[config.mk]
export PLATFORM = sky130hd
export DESIGN_NAME = slew_guard
export DESIGN_NICKNAME = d
export VERILOG_FILES = /design/src/rtl/slew_pkg.sv /design/src/rtl/slew_window_cmp.sv /design/src/rtl/slew_reject_ctr.sv /design/src/rtl/slew_guard.sv
export SDC_FILE = /design/constraint.sdc
export NUM_CORES = 1
export LEC_CHECK = 0
export BUFFER_PORTS_ARGS = -buffer_cell sky130_fd_sc_hd__buf_2
export CAP_MARGIN = 10
export CORE_MARGIN = 1.5
export CORE_UTILIZATION = 41
export DETAILED_ROUTE_END_ITERATION = 8
export HOLD_SLACK_MARGIN = 0.06
export PLACE_DENSITY = 0.72
export SETUP_SLACK_MARGIN = 0.1
export SYNTH_ARGS = -nofsm -noshare
export SYNTH_HDL_FRONTEND = slang
export SYNTH_HIERARCHICAL = 1
export SYNTH_SLANG_ARGS = --single-unit
[constraint.sdc]
create_clock -name clk -period 3.1 [get_ports clk]
set_input_delay 0.62 -clock clk [delete_from_list [all_inputs] [get_ports clk]]
set_output_delay 0.62 -clock clk [all_outputs]
set_load 0.01 [all_outputs]
[src/rtl/slew_pkg.sv]
package slew_pkg;
  // Source chosen for the delivered code on a valid sample
  typedef enum logic [1:0] {
    SEL_SEED   = 2'd0,
    SEL_PASS   = 2'd1,
    SEL_HOLD   = 2'd2,
    SEL_RESYNC = 2'd3
  } sel_e;
endpackage

[src/rtl/slew_window_cmp.sv]
module slew_window_cmp #(
  parameter int CODE_W = 6
) (
  input  logic [CODE_W-1:0] cand,
  input  logic [CODE_W-1:0] ref_code,
  output logic              in_window
);
  localparam int EXT_W = CODE_W + 1;

  logic [EXT_W-1:0] cand_x, ref_x;

  // Widened arithmetic so the +/-1 test never wraps at the range ends
  always_comb begin
    cand_x    = {1'b0, cand};
    ref_x     = {1'b0, ref_code};
    in_window = (cand_x == ref_x) ||
                (cand_x == ref_x + EXT_W'(1)) ||
                (cand_x + EXT_W'(1) == ref_x);
  end
endmodule

[src/rtl/slew_reject_ctr.sv]
module slew_reject_ctr #(
  parameter int LIMIT = 4,
  localparam int CNT_W = $clog2(LIMIT + 1)
) (
  input  logic             clk,
  input  logic             rst,
  input  logic             smp_valid,
  input  logic             smp_reject,
  output logic             at_limit,
  output logic [CNT_W-1:0] count
);
  logic [CNT_W-1:0] cnt_q;

  assign at_limit = smp_valid && smp_reject && (cnt_q == CNT_W'(LIMIT - 1));
  assign count    = cnt_q;

  always_ff @(posedge clk) begin
    if (rst) begin
      cnt_q <= '0;
    end else if (smp_valid) begin
      if (!smp_reject || at_limit) cnt_q <= '0;
      else                         cnt_q <= cnt_q + CNT_W'(1);
    end
  end
endmodule

[src/rtl/slew_guard.sv]
module slew_guard
  import slew_pkg::*;
#(
  parameter int CODE_W       = 6,
  parameter int RESYNC_LIMIT = 4
) (
  input  logic              clk,
  input  logic              rst,
  input  logic              in_valid,
  input  logic [CODE_W-1:0] in_code,
  output logic              out_valid,
  output logic [CODE_W-1:0] out_code,
  output logic              out_abnormal,
  output logic              alarm
);
  localparam int CNT_W = $clog2(RESYNC_LIMIT + 1);

  logic [CODE_W-1:0] ref_q;
  logic              seeded_q;
  logic              in_win;
  logic              rejected;
  logic              hit_limit;
  logic [CNT_W-1:0]  rej_cnt;
  sel_e              sel;

  slew_window_cmp #(.CODE_W(CODE_W)) win_i (
    .cand      (in_code),
    .ref_code  (ref_q),
    .in_window (in_win)
  );

  assign rejected = seeded_q && !in_win;

  slew_reject_ctr #(.LIMIT(RESYNC_LIMIT)) ctr_i (
    .clk        (clk),
    .rst        (rst),
    .smp_valid  (in_valid),
    .smp_reject (rejected),
    .at_limit   (hit_limit),
    .count      (rej_cnt)
  );

  always_comb begin
    if (!seeded_q)      sel = SEL_SEED;
    else if (!rejected) sel = SEL_PASS;
    else if (hit_limit) sel = SEL_RESYNC;
    else                sel = SEL_HOLD;
  end

  always_ff @(posedge clk) begin
    if (rst) begin
      out_valid    <= 1'b0;
      out_code     <= '0;
      out_abnormal <= 1'b0;
      alarm        <= 1'b0;
      ref_q        <= '0;
      seeded_q     <= 1'b0;
    end else begin
      out_valid <= in_valid;
      if (in_valid) begin
        out_abnormal <= rejected;
        alarm        <= alarm | rejected;
        if (sel == SEL_HOLD) begin
          out_code <= ref_q;
        end else begin
          out_code <= in_code;
          ref_q    <= in_code;
          seeded_q <= 1'b1;
        end
      end else begin
        out_abnormal <= 1'b0;
      end
    end
  end
endmodule

## Word-level counts from Yosys, hierarchy flattened

Index checks and enable logic that the tools add are counted.

| cells by class | value |
|---|---|
| bitwise operators | 3 |
| reduce and logical (&&, ||, !) cells | 10 |
| $add $sub $neg | 3 |
| eq/ne operators | 5 |
| multiplexer cells | 4 |

Operator list:

| kind | number |
|---|---|
| 6-bit by 1-bit adder with 7-bit output, second input constant | 2 |
| 6-bit by 7-bit == test with 1-bit output | 1 |
| 7-bit by 6-bit == test with 1-bit output | 1 |
| 6-bit == test | 1 |
| 2-bit 2-to-1 mux | 2 |
| 3-bit by 1-bit adder with 3-bit output, second input constant | 1 |
| 3-bit by 2-bit == test with 1-bit output, second input constant | 1 |
| 1-bit logical AND | 3 |
| 1-bit logical OR | 3 |
| 3-bit 2-to-1 mux | 1 |
| 2-bit == test, second input constant | 1 |
| 1-bit logical NOT | 2 |
| 1-bit inverter | 2 |
| 2-bit AND reduction | 1 |
| 2-bit OR reduction | 1 |
| 1-bit 2-to-1 mux | 1 |
| 1-bit OR | 1 |

| storage, ports and cells | value |
|---|---|
| output and inout bits | 9 |
| flip-flop bits (word level) | 13 |

## Depth between registers and ports, before layout

| depth | value |
|---|---|
| depth after elaboration | 14 |
| depth in mapped cells | 11 |

## Cells and area by module

Netlist, hierarchy kept.

Modules (own cells, without submodules):

| module | sequential area each (µm²) | instances | cells each | area each (µm²) |
|---|---|---|---|---|
| slew_guard | 200.2 | 1 | 38 | 414.1 |
| slew_window_cmp | 0.0 | 1 | 56 | 384.1 |
| slew_reject_ctr | 60.1 | 1 | 16 | 161.4 |

## Worst setup path after synthesis

No wires, ideal clock.

| timing path | value |
|---|---|
| path kind | in2reg |
| from | in in_code[2] |
| to | reg ref_q[0] |
| slack | 0.633 ns |
| setup time | 0.127 ns |
| buffers on the path | 1 |
| cell stages on the path | 10 |
| arrival | 2.340 ns |
| cell sequence | buf_2 xnor2_1 a211o_1 or4_1 o211ai_1 nor2b_4 and3_2 inv_1 a21boi_4 mux2i_1 |

| on the way | value |
|---|---|
| longest elaborated chain between the ends | 13 |
| elaborated cells between the ends (all ways) | 16 |

Ends and longest elaborated chain:

| item | line | text |
|---|---|---|
| from (decl) | slew_guard.sv:10 | `input logic [CODE_W-1:0] in_code,` |
| 6-bit by 1-bit adder with 7-bit output, or another cell as far along | slew_window_cmp.sv:18 | `(cand_x + EXT_W'(1) == ref_x);` |
| 7-bit by 6-bit == test with 1-bit output or 1-bit logical OR (tied branches) | slew_window_cmp.sv:18, slew_window_cmp.sv:16 |  |
| 1-bit logical OR * | slew_window_cmp.sv:17 | `(cand_x == ref_x + EXT_W'(1)) \|\|` |
| via in_win | slew_guard.sv:20 | `logic in_win;` |
| 1-bit logical NOT * | slew_guard.sv:32 | `assign rejected = seeded_q && !in_win;` |
| 1-bit logical AND * | slew_guard.sv:32 |  |
| via rejected | slew_guard.sv:21 | `logic rejected;` |
| 1-bit logical AND * (2 in a row) | slew_reject_ctr.sv:14 | `assign at_limit = smp_valid && smp_reject && (cnt_q == CNT_W'(LIMIT - 1));` |
| via hit_limit | slew_guard.sv:22 | `logic hit_limit;` |
| 1-bit 2-to-1 mux * | slew_guard.sv:46 | `else if (hit_limit) sel = SEL_RESYNC;` |
| 2-bit 2-to-1 mux * | slew_guard.sv:45 | `else if (!rejected) sel = SEL_PASS;` |
| 2-bit 2-to-1 mux * | slew_guard.sv:44 | `if (!seeded_q) sel = SEL_SEED;` |
| 2-bit == test * | slew_guard.sv:63 | `if (sel == SEL_HOLD) begin` |
| 1-bit inverter (no line) * | -- |  |
| 2-bit AND reduction (no line) * | -- |  |
| to (signal assigned) | slew_guard.sv:67 | `ref_q <= in_code;` |
| to (decl) | slew_guard.sv:18 | `logic [CODE_W-1:0] ref_q;` |

The timed path passes the listed nets; every way through them passes the cells marked *.
A chain may end at the register's enable or synchronous reset.

## Worst setup path in the final report

| timing path | value |
|---|---|
| from | reg ref_q[1] |
| to | reg ref_q[2] |

| on the way | value |
|---|---|
| longest elaborated chain between the ends | 14 |
| elaborated cells between the ends (all ways) | 16 |

Ends and longest elaborated chain:

| item | line | text |
|---|---|---|
| 6-bit by 1-bit adder with 7-bit output | slew_window_cmp.sv:17 |  |
| 6-bit by 7-bit == test with 1-bit output | slew_window_cmp.sv:17 |  |
| 1-bit logical OR | slew_window_cmp.sv:16 | `in_window = (cand_x == ref_x) \|\|` |
| 1-bit logical OR * | slew_window_cmp.sv:17 |  |
| via in_win | slew_guard.sv:20 |  |
| 1-bit logical NOT * | slew_guard.sv:32 |  |
| 1-bit logical AND * | slew_guard.sv:32 |  |
| via rejected | slew_guard.sv:21 |  |
| 1-bit logical AND * (2 in a row) | slew_reject_ctr.sv:14 |  |
| via hit_limit | slew_guard.sv:22 |  |
| 1-bit 2-to-1 mux * | slew_guard.sv:46 |  |
| 2-bit 2-to-1 mux * | slew_guard.sv:45 |  |
| 2-bit 2-to-1 mux * | slew_guard.sv:44 |  |
| 2-bit == test * | slew_guard.sv:63 |  |
| 1-bit inverter (no line) * | -- |  |
| 2-bit AND reduction (no line) * | -- |  |

Marks and branches as above.

==> results.md <==
- Status: completed
- Clock-pin slew on the worst setup and hold paths: 0.08 ns
- Hold endpoint: ctr_i/count[2]
- RSZ-0062 raised after global routing: false
- Die area: between 0.002 and 0.003 mm2
- Via-to-Cell Ratio: 5.42
- Pin count of the biggest net entering global routing: 19
- Post-Syn Nets: 123
- Post-CTS Setup Inserts: 0
- Period Utilization, post-route: 84.0%
- Routed len/inst: 13.4 um
- # IOs: 18
- Final setup vio count: 0
- Design Area, Final: 0.00108 mm2
- Crit path max fanout: 7
- Hold/Removal Path Class: flip-flop to flip-flop
- Worst Tran Pin Value: 0.408 ns
- Num CTS Buffers: 3
- CP Capture Type: flip-flop
- Highest clock rate: 384 MHz
- Cts repair resizes: 0
- Placed inst area: roughly 0.0011 mm2
- Nets: 142
- Ant diodes: 0
- Relative slew slack: 72.8%
- Worst r2r src: ref_q[1]
- CTS Root Cell: clkbuf_4
- Remaining Overflow, GRT: 0
- FP Rows: 17
- Hold-fix buffers, CTS: 0
- Worst hold start: ctr_i/count[2]
- R2r endpoint: ref_q[2]
- DR vias: between 800 and 900
- Cell variety after synth: 38
- HPWL Detailed: 1.53 mm
- Internal: 276 uW
- Max-slew violation count: 0
- DIE WIDTH: 51.4 um
- First-pass GRT wire length: 3.56 mm
- GP Congestion: 0.944
- Maximum buffer depth of the clock tree: 2
- Area of the multi-input gates: 659 um2
- Fill count: 238
- Seq pwr share: between 40% and 50%
- Share of cells above drive strength 1: a little over a fifth
- Worst Setup Path Type: flip-flop to flip-flop
- Port Buffer Count: 17
- Leakage power: 0.447 nW
- TNS Setup: 0 ns
- Hold violation count in the final report: 0
- # DRC: 0
- Cell Area, Synth: 960 um2
- Hold Worst Slack: about 0.48 ns
- Net Sw Frac: 30.4%
- R2R cell count: 10
- Die H: just over 50 um
- Initial antenna violation count: 0
- Synthesized flop and latch total: 13
- DRT antenna net count: 0
- Async SR Flop Fraction: 0%
- Detailed Routing Iterations Pass 1: 4
- Tmin final: between 2 and 3 ns
- Vias in the first global route: 808
- First DRT Iteration DRCs: 15
- Avg Inst Size Synth: 8.72 um2
- Max Cap Viol: 0
- Worst R2R Setup Slack: 0.49 ns
- Synthesized instance count: 110
- Core Area: 0.00221 mm2
- Post-route total power: approximately 400 uW
- Post-synth EDFFs: 0
- Seq. cell area: 260 um2
- Synth warn: 6
- Clock Sinks: 13
- # placed instances: 152
- Ys flop type: dfxtp_1
- Area leader, netlist: dfxtp_1
- Clk pwr share: 25.8%
- Critical Path RT: around 3.3 ns
- Worst skew pair latency: ~0.27 ns
- Number of H-tree branching levels: 1
- Initial Util: a little over two fifths
- GRT Resource Usage Total: 17.5%
- Final wirelength: between 2 and 2.5 mm
- Pwr/cell area: 365 mW/mm2
- Final std cells w/o fill: 156
- Top cell type's share of synthesized area: 27.1%
- Arrival @ worst endpoint: 2.76 ns
- Ranking of synthesized cells by area: dfxtp_1 27%, nand2b_1 9.8%, xnor2_1 6.4%, a21oi_1 6.3%, mux2i_1 6.3%
- Hold Path Cell Cnt: 2
- Power share of the combinational group: 26.3%
- Sequential fraction of the synthesis area: 27.1%
- Synth-to-layout area growth: 13.0%
- Startpoint types: flip-flop
- VDD IR-drop max: 0.258 mV
- Clock Skew: 0.000739 ns
- Switching power: approximately 120 uW
- CTS tree: built
[Yosys cell counts, types with 3 or more instances]
cell type	n
nand2b_1	15
ha_1	4
xnor2_1	7
xor2_1	4
dfxtp_1	13
a21oi_1	12
inv_1	3
nor2_1	5
mux2i_1	6
o21ai_0	4
nand2_1	5
[how the worst max path moves through the flow]
| stage | startpoint | depth (start not counted) | to | slack [ns] |
|---|---|---|---|---|
| after floorplan | in_code[2] | 10 | ref_q[0] | 0.63 |
| after global placement | in_code[3] | 11 | ref_q[2] | 0.40 |
| after detailed placement | in_code[3] | 11 | ref_q[2] | 0.32 |
| after CTS | ref_q[1] | 10 | ref_q[2] | 0.49 |
| after global routing | ref_q[1] | 10 | ref_q[5] | 0.36 |
| final | ref_q[1] | 10 | ref_q[2] | 0.49 |
[area by class of cell]
cell class	count	area share, %
clock buffers	4	2.42
repair buffers	18	8.54
flip-flops and latches	13	24.0
inverters	3	1.04
multi-input cells	90	60.8
well taps	28	3.23
[per-stage QoR]
stage	setup slack [ns]	util, %
3_3_place_gp	0.400	47.9
4_1_cts	0.490	49.0
5_1_grt	0.357	49.0
6_report	0.495	49.0
2_1_floorplan	0.633	-
3_5_place_dp	0.316	47.9
[cells in the final DEF, fill, tap and decap left out, types with 2 or more instances in the layout]
cell type / synthesis / routed
nand2_1: 5 / 5
nand4_1: 2 / 2
dfxtp_1: 13 / 13
nand3_1: 2 / 2
buf_2: 2 / 17
clkbuf_4: 0 / 3
inv_1: 3 / 3
mux2i_1: 6 / 6
xor2_1: 4 / 4
nand2b_1: 15 / 15
or2b_1: 2 / 2
nor2_1: 5 / 5
xnor2_1: 7 / 7
a21oi_1: 12 / 12
ha_1: 4 / 4
o21ai_0: 4 / 4
nand4bb_1: 2 / 2
[power groups by stage]
stage	sequential, mW	combinational [mW]	clock [mW]
after CTS	0.190	0.104	0.106
after floorplan	0.191	0.0727	0
after global placement	0.194	0.0999	0
after global routing	0.192	0.115	0.113
final	0.190	0.104	0.102
after detailed placement	0.194	0.103	0
[cells by family after synthesis]
logic type / Yosys count / share of synthesized area (%)
AOI/OAI and AO/OA: 23 / 15.4
muxes: 6 / 6.26
xor gates and xnor gates: 12 / 11.7
and+or+nand+nor: 45 / 30.1
adders and majority gates: 4 / 5.22
buffers and inverters: 7 / 4.17
DFF: 13 / 27.1
[worst max-delay path, cell delays in order, from the launching register on]
cell	delay, ns
dfxtp_1	0.47
ha_1	0.29
xor2_1	0.16
a211o_1	0.27
or4_1	0.47
o211ai_1	0.16
nor2b_4	0.11
and3_2	0.22
inv_1	0.09
a21boi_4	0.10
mux2i_1	0.14
[registers in the layout (all words and copies together) (netlist names)]
| signal | count |
|---|---|
| alarm | 1 |
| ctr_i/count | 3 |
| out_abnormal | 1 |
| out_valid | 1 |
| ref_q | 6 |
| seeded_q | 1 |
[per-layer routing]
metal	share of wire, %	GRT usage (%)
met5	0	0
met4	0	1.32
met3	3.9	3.51
met2	49	30.3
met1	47	23.2
(Power assumes the default switching activity.)
